<file path="config.mk">
export PLATFORM = sky130hd
export DESIGN_NAME = scan_addr_gen
export DESIGN_NICKNAME = d
export VERILOG_FILES = /design/src/rtl/scan_pkg.sv /design/src/rtl/host_regs.sv /design/src/rtl/line_tracker.sv /design/src/rtl/addr_pointer.sv /design/src/rtl/pan_latch.sv /design/src/rtl/scan_addr_gen.sv
export SDC_FILE = /design/constraint.sdc
export NUM_CORES = 1
export LEC_CHECK = 0
export ABC_CLOCK_PERIOD_IN_PS = 4600
export BUFFER_PORTS_ARGS = -buffer_cell sky130_fd_sc_hd__buf_2
export CAP_MARGIN = 10
export CORE_ASPECT_RATIO = 0.7
export CORE_MARGIN = 8
export CORE_UTILIZATION = 35
export DETAILED_ROUTE_END_ITERATION = 7
export GPL_TIMING_DRIVEN = 0
export SYNTH_ARGS = -nofsm -noshare
export SYNTH_HDL_FRONTEND = slang
export SYNTH_SLANG_ARGS = --single-unit
</file>
<file path="constraint.sdc">
create_clock -name clk -period 4.6 [get_ports clk]
set_clock_uncertainty 0.05 [all_clocks]
set_input_delay 0.23 -clock clk [delete_from_list [all_inputs] [get_ports clk]]
set_output_delay 0.23 -clock clk [all_outputs]
set_load 0.05 [all_outputs]
</file>
<file path="src/rtl/scan_pkg.sv">
package scan_pkg;

  localparam int ADDR_W_DEF = 16;
  localparam int OFF_W_DEF  = 8;
  localparam int LINE_W_DEF = 10;
  localparam int PAN_W_DEF  = 4;
  localparam int SEL_W      = 3;
  localparam int DATA_W     = 8;

  typedef enum logic [SEL_W-1:0] {
    SEL_START_HI = 3'd0,
    SEL_START_LO = 3'd1,
    SEL_PITCH    = 3'd2,
    SEL_SPLIT_LO = 3'd3,
    SEL_SPLIT_HI = 3'd4,
    SEL_PAN      = 3'd5
  } reg_sel_e;

endpackage

</file>
<file path="src/rtl/host_regs.sv">
module host_regs
  import scan_pkg::*;
#(
  parameter int ADDR_W = ADDR_W_DEF,
  parameter int OFF_W  = OFF_W_DEF,
  parameter int LINE_W = LINE_W_DEF,
  parameter int PAN_W  = PAN_W_DEF
) (
  input  logic              clk,
  input  logic              rst_n,
  input  logic              we,
  input  logic [SEL_W-1:0]  sel,
  input  logic [DATA_W-1:0] wdata,
  output logic [ADDR_W-1:0] start_addr,
  output logic [OFF_W-1:0]  pitch,
  output logic [LINE_W-1:0] split_line,
  output logic [PAN_W-1:0]  pan_val
);

  localparam int HI_W       = ADDR_W - DATA_W;
  localparam int SPLIT_HI_W = LINE_W - DATA_W;

  logic [HI_W-1:0]       start_hi_q;
  logic [DATA_W-1:0]     start_lo_q;
  logic [OFF_W-1:0]      pitch_q;
  logic [DATA_W-1:0]     split_lo_q;
  logic [SPLIT_HI_W-1:0] split_hi_q;
  logic [PAN_W-1:0]      pan_q;

  // one-hot decode of the select code; unused codes decode to nothing
  logic wr_start_hi, wr_start_lo, wr_pitch, wr_split_lo, wr_split_hi, wr_pan;

  always_comb begin
    wr_start_hi = we && (sel == SEL_START_HI);
    wr_start_lo = we && (sel == SEL_START_LO);
    wr_pitch    = we && (sel == SEL_PITCH);
    wr_split_lo = we && (sel == SEL_SPLIT_LO);
    wr_split_hi = we && (sel == SEL_SPLIT_HI);
    wr_pan      = we && (sel == SEL_PAN);
  end

  always_ff @(posedge clk or negedge rst_n) begin
    if (!rst_n) begin
      start_hi_q <= '0;
      start_lo_q <= '0;
      pitch_q    <= '0;
      split_lo_q <= '0;
      split_hi_q <= '0;
      pan_q      <= '0;
    end else begin
      if (wr_start_hi) start_hi_q <= wdata[HI_W-1:0];
      if (wr_start_lo) start_lo_q <= wdata;
      if (wr_pitch)    pitch_q    <= wdata[OFF_W-1:0];
      if (wr_split_lo) split_lo_q <= wdata;
      if (wr_split_hi) split_hi_q <= wdata[SPLIT_HI_W-1:0];
      if (wr_pan)      pan_q      <= wdata[PAN_W-1:0];
    end
  end

  assign start_addr = {start_hi_q, start_lo_q};
  assign pitch      = pitch_q;
  assign split_line = {split_hi_q, split_lo_q};
  assign pan_val    = pan_q;

endmodule

</file>
<file path="src/rtl/line_tracker.sv">
module line_tracker
  import scan_pkg::*;
#(
  parameter int LINE_W = LINE_W_DEF
) (
  input  logic              clk,
  input  logic              rst_n,
  input  logic              vsync_start,
  input  logic              line_end,
  input  logic [LINE_W-1:0] split_line,
  output logic              split_hit
);

  logic [LINE_W-1:0] line_cnt_q;
  logic [LINE_W-1:0] line_cnt_nx;

  function automatic logic [LINE_W-1:0] bump_line(input logic [LINE_W-1:0] cur);
    return LINE_W'(cur + 1'b1);
  endfunction

  assign line_cnt_nx = bump_line(line_cnt_q);
  // the split event fires on the line end that enters the split line
  assign split_hit   = line_end && !vsync_start && (line_cnt_nx == split_line);

  always_ff @(posedge clk or negedge rst_n) begin
    if (!rst_n)           line_cnt_q <= '0;
    else if (vsync_start) line_cnt_q <= '0;
    else if (line_end)    line_cnt_q <= line_cnt_nx;
  end

endmodule

</file>
<file path="src/rtl/addr_pointer.sv">
module addr_pointer
  import scan_pkg::*;
#(
  parameter int ADDR_W = ADDR_W_DEF,
  parameter int OFF_W  = OFF_W_DEF
) (
  input  logic              clk,
  input  logic              rst_n,
  input  logic              vsync_start,
  input  logic              line_end,
  input  logic              char_step,
  input  logic              split_hit,
  input  logic [ADDR_W-1:0] start_addr,
  input  logic [OFF_W-1:0]  pitch,
  output logic [ADDR_W-1:0] mem_addr,
  output logic [ADDR_W-1:0] line_base
);

  logic [ADDR_W-1:0] ptr_q, base_q;
  logic [ADDR_W-1:0] ptr_d, base_d;

  function automatic logic [ADDR_W-1:0] next_line_addr(
    input logic [ADDR_W-1:0] base,
    input logic [OFF_W-1:0]  step
  );
    return ADDR_W'(base + ADDR_W'(step));
  endfunction

  function automatic logic [ADDR_W-1:0] next_char_addr(input logic [ADDR_W-1:0] cur);
    return ADDR_W'(cur + 1'b1);
  endfunction

  always_comb begin
    ptr_d  = ptr_q;
    base_d = base_q;
    if (vsync_start) begin
      ptr_d  = start_addr;
      base_d = start_addr;
    end else if (line_end) begin
      if (split_hit) begin
        ptr_d  = '0;
        base_d = '0;
      end else begin
        ptr_d  = next_line_addr(base_q, pitch);
        base_d = next_line_addr(base_q, pitch);
      end
    end else if (char_step) begin
      ptr_d = next_char_addr(ptr_q);
    end
  end

  always_ff @(posedge clk or negedge rst_n) begin
    if (!rst_n) begin
      ptr_q  <= '0;
      base_q <= '0;
    end else begin
      ptr_q  <= ptr_d;
      base_q <= base_d;
    end
  end

  assign mem_addr  = ptr_q;
  assign line_base = base_q;

endmodule

</file>
<file path="src/rtl/pan_latch.sv">
module pan_latch
  import scan_pkg::*;
#(
  parameter int PAN_W = PAN_W_DEF
) (
  input  logic             clk,
  input  logic             rst_n,
  input  logic             line_end,
  input  logic [PAN_W-1:0] pan_val,
  output logic [PAN_W-1:0] pix_shift
);

  logic [PAN_W-1:0] shift_q;

  always_ff @(posedge clk or negedge rst_n) begin
    if (!rst_n)        shift_q <= '0;
    else if (line_end) shift_q <= pan_val;
  end

  assign pix_shift = shift_q;

endmodule

</file>
<file path="src/rtl/scan_addr_gen.sv">
module scan_addr_gen
  import scan_pkg::*;
#(
  parameter int ADDR_W = ADDR_W_DEF,
  parameter int OFF_W  = OFF_W_DEF,
  parameter int LINE_W = LINE_W_DEF,
  parameter int PAN_W  = PAN_W_DEF
) (
  input  logic              clk,
  input  logic              rst_n,
  input  logic              reg_we,
  input  logic [SEL_W-1:0]  reg_sel,
  input  logic [DATA_W-1:0] reg_wdata,
  input  logic              char_en,
  input  logic              line_end,
  input  logic              vsync_start,
  input  logic              disp_en,
  output logic [ADDR_W-1:0] mem_addr,
  output logic [PAN_W-1:0]  pix_shift
);

  // named internal events, brought out for the checker
  logic [ADDR_W-1:0] start_addr_w;
  logic [OFF_W-1:0]  pitch_w;
  logic [LINE_W-1:0] split_line_w;
  logic [PAN_W-1:0]  pan_val_w;
  logic [ADDR_W-1:0] line_base_w;
  logic              split_hit_w;
  logic              char_step_w;

  assign char_step_w = char_en && disp_en;

  host_regs #(
    .ADDR_W(ADDR_W), .OFF_W(OFF_W), .LINE_W(LINE_W), .PAN_W(PAN_W)
  ) u_regs (
    .clk        (clk),
    .rst_n      (rst_n),
    .we         (reg_we),
    .sel        (reg_sel),
    .wdata      (reg_wdata),
    .start_addr (start_addr_w),
    .pitch      (pitch_w),
    .split_line (split_line_w),
    .pan_val    (pan_val_w)
  );

  line_tracker #(.LINE_W(LINE_W)) u_lines (
    .clk         (clk),
    .rst_n       (rst_n),
    .vsync_start (vsync_start),
    .line_end    (line_end),
    .split_line  (split_line_w),
    .split_hit   (split_hit_w)
  );

  addr_pointer #(.ADDR_W(ADDR_W), .OFF_W(OFF_W)) u_ptr (
    .clk         (clk),
    .rst_n       (rst_n),
    .vsync_start (vsync_start),
    .line_end    (line_end),
    .char_step   (char_step_w),
    .split_hit   (split_hit_w),
    .start_addr  (start_addr_w),
    .pitch       (pitch_w),
    .mem_addr    (mem_addr),
    .line_base   (line_base_w)
  );

  pan_latch #(.PAN_W(PAN_W)) u_pan (
    .clk       (clk),
    .rst_n     (rst_n),
    .line_end  (line_end),
    .pan_val   (pan_val_w),
    .pix_shift (pix_shift)
  );

endmodule

</file>
# ---- Word-level counts from Yosys, hierarchy flattened
# Index checks and enable logic that the tools add are counted.
dict set report classes {
  order_cmp 0
  n_shift 0
  addsub 3
  div_mod_pow 0
  n_reduce_logical 13
  mul 0
  bitwise 0
  n_eq_ne 6
  n_mux 8
}
# op count
set ops {}
lappend ops {{2-to-1 mux 16 bit} 6}
lappend ops {{2-to-1 mux 10 bit} 2}
lappend ops {{adder 16 x 1 -> 16 bit, second input constant} 1}
lappend ops {{adder 16 x 8 -> 16 bit} 1}
lappend ops {{adder 10 x 1 -> 10 bit, second input constant} 1}
lappend ops {{equality test 10 bit} 1}
lappend ops {{logical AND 1 bit} 9}
lappend ops {{equality test 3 x 2 -> 1 bit, second input constant} 2}
lappend ops {{equality test 3 bit, second input constant} 2}
lappend ops {{equality test 3 x 1 -> 1 bit, second input constant} 1}
lappend ops {{zero test 3 bit} 1}
lappend ops {{nonzero test 3 bit} 1}
lappend ops {{nonzero test 2 bit} 1}
lappend ops {{zero test 1 bit} 1}
dict set report totals {
  input_bits 18
  wordCells 40
  rom_bits 0
  register_bits 84
  out_inout_bits 20
  n_memories 0
  ramBits 0
  latch_bits 0
}

# ---- Longest topological paths before layout
dict set report depth {
  word_depth 6
  mapped_depth 10
  ltp_nobuf 10
}

# ---- Cells and area by module
# A second synthesis with hierarchy kept.
dict set report hier_totals {
  hier_cells 457
  hier_area_um2 4712.0
}
# mod instances area_per_inst_um2 seq_area_each_um2 cells_each
set by_module_without_submodules {}
lappend by_module_without_submodules {addr_pointer 1 2366.0 800.8 282}
lappend by_module_without_submodules {host_regs 1 1480.2 950.9 84}
lappend by_module_without_submodules {line_tracker 1 714.4 250.2 82}
lappend by_module_without_submodules {pan_latch 1 145.1 100.1 8}
lappend by_module_without_submodules {scan_addr_gen 1 6.3 0.0 1}

# ---- Worst setup path before layout
# No wires, ideal clock.
dict set report synth_timing {
  kind {reg-to-reg}
  startpoint {reg u_regs.pitch_q[0] (netlist: u_regs.pitch[0])}
  endpoint {reg u_ptr.base_q[8] (netlist: u_ptr.line_base[8])}
  setup_time_ns 0.138
  path_buffers 0
  arrival_ns 2.232
  period_less_slack_ns 2.420
  t_required_ns 4.412
  stages_incl_launch_ff 11
  slack_ns 2.180
  path_cell_list {dfrtp_1 > ha_1 > inv_1 > fa_1 > and2b_1 > o31ai_4 > a2111oi_4 > nor2_2 > mux2_2 > a221oi_1 > a21oi_1}
}
dict set report synth_via {
  elab_chain_len 4
}
# element line_no
set synth_rtl {}
lappend synth_rtl {{from (decl)} host_regs.sv:25} ;# logic [OFF_W-1:0] pitch_q;
lappend synth_rtl {{from (signal assigned)} host_regs.sv:53} ;# if (wr_pitch) pitch_q <= wdata[OFF_W-1:0];
lappend synth_rtl {{adder 16 x 8 -> 16 bit} addr_pointer.sv:26} ;# return ADDR_W'(base + ADDR_W'(step));
lappend synth_rtl {{2-to-1 mux 16 bit} addr_pointer.sv:40} ;# if (split_hit) begin
lappend synth_rtl {{2-to-1 mux 16 bit} addr_pointer.sv:39} ;# end else if (line_end) begin
lappend synth_rtl {{2-to-1 mux 16 bit} addr_pointer.sv:36} ;# if (vsync_start) begin
lappend synth_rtl {{to (signal assigned)} addr_pointer.sv:58} ;# base_q <= base_d;
lappend synth_rtl {{to (decl)} addr_pointer.sv:19} ;# logic [ADDR_W-1:0] ptr_q, base_q;
# No other way between the ends. The select of a mux whose other input is x is not followed.
# A chain may end at the register's enable or synchronous reset.

# ---- Worst setup path after layout
dict set report layout_timing {
  startpoint {reg u_ptr.base_q[0] (netlist: u_ptr.line_base[0])}
  endpoint {reg u_ptr.base_q[8] (netlist: u_ptr.line_base[8])}
}
dict set report layout_via {
  elab_chain_len 4
}
# element line_no
set layout_rtl {}
lappend layout_rtl {{adder 16 x 8 -> 16 bit} addr_pointer.sv:26}
lappend layout_rtl {{2-to-1 mux 16 bit} addr_pointer.sv:40}
lappend layout_rtl {{2-to-1 mux 16 bit} addr_pointer.sv:39}
lappend layout_rtl {{2-to-1 mux 16 bit} addr_pointer.sv:36}
# No other way between the ends. The select of a mux whose other input is x is not followed.

==> out/metrics.yaml <==
cts.sinks: 84
switchingPower_mw: 1.07
hold_class: "input port to flip-flop"
clkPwrFrac: 0.282
synth_cell_types: 60
irDropWorstVdd_mv: 0.246
worstSetupPathType: "flip-flop to flip-flop"
fmax_mhz: 353
grt_max_degree: 46
antenna_found_initial: 0
route.detailed.drc: 0
synth_edf_count: 0
yosysWarnings: 0
synth.net_count: 481
status: "completed"
hold_start: "reg_wdata[7]"
dieArea_um2: 17400
synthXorXnorAreaFrac: 0.0636
worst_slew_pin_slew_ns: 0.749
num_rows: 35
report.final.hold_viol_count: 0
synth.area.top_cells: "dfrtp_1, mux2_2, nand2_1"
die_h_um: 113
rrSetupSlack_ns: 1.77
p_int_mw: 1.75
synthMuxAreaShare: 0.103
nNetsFinal: 528
pre_cts_ws_ns: 1.88
post-route-period-util: 0.616
period_minus_slack_ns: 2.83
totalWireLength_um: 12600
placed_cells: 653
fin_area_um2: 5430
first_pass_iters: 4
synth_area_um2: 4680
setup_viol: 0
timing.slew.headroom: 0.498
dr.first_iter.drc_count: 253
clk_path_buf_depth: 2
n_antenna_cell: 0
synth.most_common_cell: "dfrtp_1"
overflow: 0
yosys.area_share.adder: 0.0310
fp.dieW_um: 154
numCtsBuffers: 9
avgRoutedWirePerCell_um: 18.7
r2r-start: "u_ptr.line_base[0]$_DFFE_PN0P_"
async_flop_share: 1.00
whs_endpoint: "u_regs.split_lo_q[7]$_DFFE_PN0P_"
slew_viol_final: 0
rsz0062_at_grt: "false"
clk_latency_ns: 0.35
track_usage: 0.149
routabilityCongestion: 0.862
synth-simple-area-share: 0.181
hpwlAfterDp_um: 9440
grt_pass1_vias: 3659
drt-vias-per-instance: 5.43
core-area_um2: 13100
synthCells: 452
r2r-end: "u_ptr.line_base[8]$_DFFE_PN0P_"
startpoint_type: "flip-flop"
dpl_cell_area_um2: 5090
fin_ws_ns: 1.77
cts_max_level: 3
synth_top_family_by_area: "simple AND/OR/NAND/NOR gates"
power_frac_seq: 0.379
required_ns: 4.74
finalNonFillerCells: 670
p_sw_frac: 0.379
r2r.worst_path.cells: 10
worstHoldPathCells: 2
ys_ff_latch: 84
synth-main-ff-cell: "dfrtp_1"
crit_path_max_fanout: 4
yosysTopAreaCell: "dfrtp_1"
area_growth_pct: 15.8
port-buffer-count: 34
drive_gt1_frac: 0.250
postCtsSetupRepairBufs: 0
setup_tns_ns: 0
p_leak_nw: 2.35
root_buffer: "clkbuf_16"
synth_compound_gate_area_share: 0.142
power.total_mw: 2.82
p_per_area_nw_per_um2: 519
post_cts_resized: 0
dr_total_vias: 3638
start_util: 0.358
grt_pass1_wl_um: 20300
cts_tree: "done"
drv_cap: 0
drtAntennaViolNets: 0
synth_commonest_cells: "dfrtp_1, nand2_1, mux2_2, nor2_1, xnor2_1"
clkSlewWorstSetupHoldPaths_ns: 0.07
end_kind: "flip-flop"
ys_seq_area_frac: 0.449
syn_area_per_cell_um2: 10.4
power_frac_comb: 0.339
ioPinCount: 38
synth.top_cell.area_share: 0.449
critPathArrivalTime_ns: 2.97
## cell type report
type	count	area, um^2
Timing Repair Buffer	36	210
Clock buffer	9	225
Tap cell	166	208
Multi-Input combinational cell	339	2440
Fill cell	1258	7670
Sequential cell	84	2100
Inverter	11	41.3
Clock inverter	7	98.8
Buffer	18	104
## power by group through the flow
stage	registers (mW)	clock network [mW]	logic, mW
after floorplan	1.20	0	0.569
after global placement	1.07	0	0.930
after detailed placement	1.08	0	0.952
after CTS	1.07	0.817	0.958
after global routing	1.09	0.845	1.04
final	1.07	0.795	0.954
## cells in the final DEF (no fill, tap or decap), types with 5 or more instances in the layout
cell and instances:
clkbuf_1 12, inv_1 11, nand2_1 51, a22oi_1 5
a21oi_1 16, clkbuf_16 9, nor3_1 8, o21ai_0 16
dfrtp_1 84, buf_2 35, nor2_1 39, a221o_1 7
nand3_1 17, mux2_2 41, ha_1 10, and3_1 7
xnor2_1 18, xor2_1 16, and2_1 6
## per-layer routing
metal / share of wire / GRT usage
met5: 0 / 0
met4: 0.0086 / 0.0319
met3: 0.049 / 0.0324
met2: 0.45 / 0.229
met1: 0.50 / 0.209
## worst max-delay path by stage
stage / start / end / depth (start not counted)
2_1_floorplan: u_regs.pitch[0]$_DFFE_PN0P_ / u_ptr.line_base[8]$_DFFE_PN0P_ / 10
4_1_cts: u_ptr.line_base[0]$_DFFE_PN0P_ / u_ptr.line_base[8]$_DFFE_PN0P_ / 10
5_1_grt: u_ptr.line_base[0]$_DFFE_PN0P_ / u_ptr.mem_addr[10]$_DFFE_PN0P_ / 10
3_3_place_gp: u_regs.pitch[0]$_DFFE_PN0P_ / u_ptr.line_base[8]$_DFFE_PN0P_ / 10
6_report: u_ptr.line_base[0]$_DFFE_PN0P_ / u_ptr.line_base[8]$_DFFE_PN0P_ / 10
3_5_place_dp: u_ptr.line_base[0]$_DFFE_PN0P_ / u_ptr.line_base[8]$_DFFE_PN0P_ / 10
## registers in the layout (all words and copies together), names as in the netlist
signal	count
u_ptr.line_base	16
u_regs.split_hi_q	2
u_regs.pan_val	4
u_pan.pix_shift	4
u_regs.pitch	8
u_regs.start_lo_q	8
u_lines.line_cnt_q	10
u_ptr.mem_addr	16
u_regs.split_lo_q	8
u_regs.start_hi_q	8
## cells by family (layout without fill, tap and decap cells)
group / Yosys count / in the layout
flip-flops: 84 / 84
multiplexers: 43 / 43
AND/OR/NAND/NOR: 168 / 168
AO/OA/AOI/OAI: 83 / 83
adder cells (fa/ha/maj): 11 / 11
buffers and inverters: 29 / 81
XOR/XNOR: 34 / 34
## metrics by stage
stage | util | hold slack (ns)
global route | 0.414 | 0.140
floorplan | - | -0.116
global placement | 0.387 | 0.422
finish | 0.414 | 0.144
CTS | 0.414 | 0.129
detailed placement | 0.389 | 0.221
## worst max-delay path: stages (launching register included)
cell and delay, ns:
dfrtp_1 0.37, ha_1 0.21, inv_1 0.07, fa_1 0.41, and2b_1 0.27, o31ai_4 0.09
a2111oi_4 0.49, nor2_2 0.09, mux2_2 0.28, a221oi_1 0.27, a21oi_1 0.07
## timing repair
item / in CTS / in global routing
hold buffers: 1 / 0
endpoints found under the hold margin: 39 / 0
endpoints found under the setup margin: 0 / 0
Note: power is estimated with default switching activity, not from simulation.
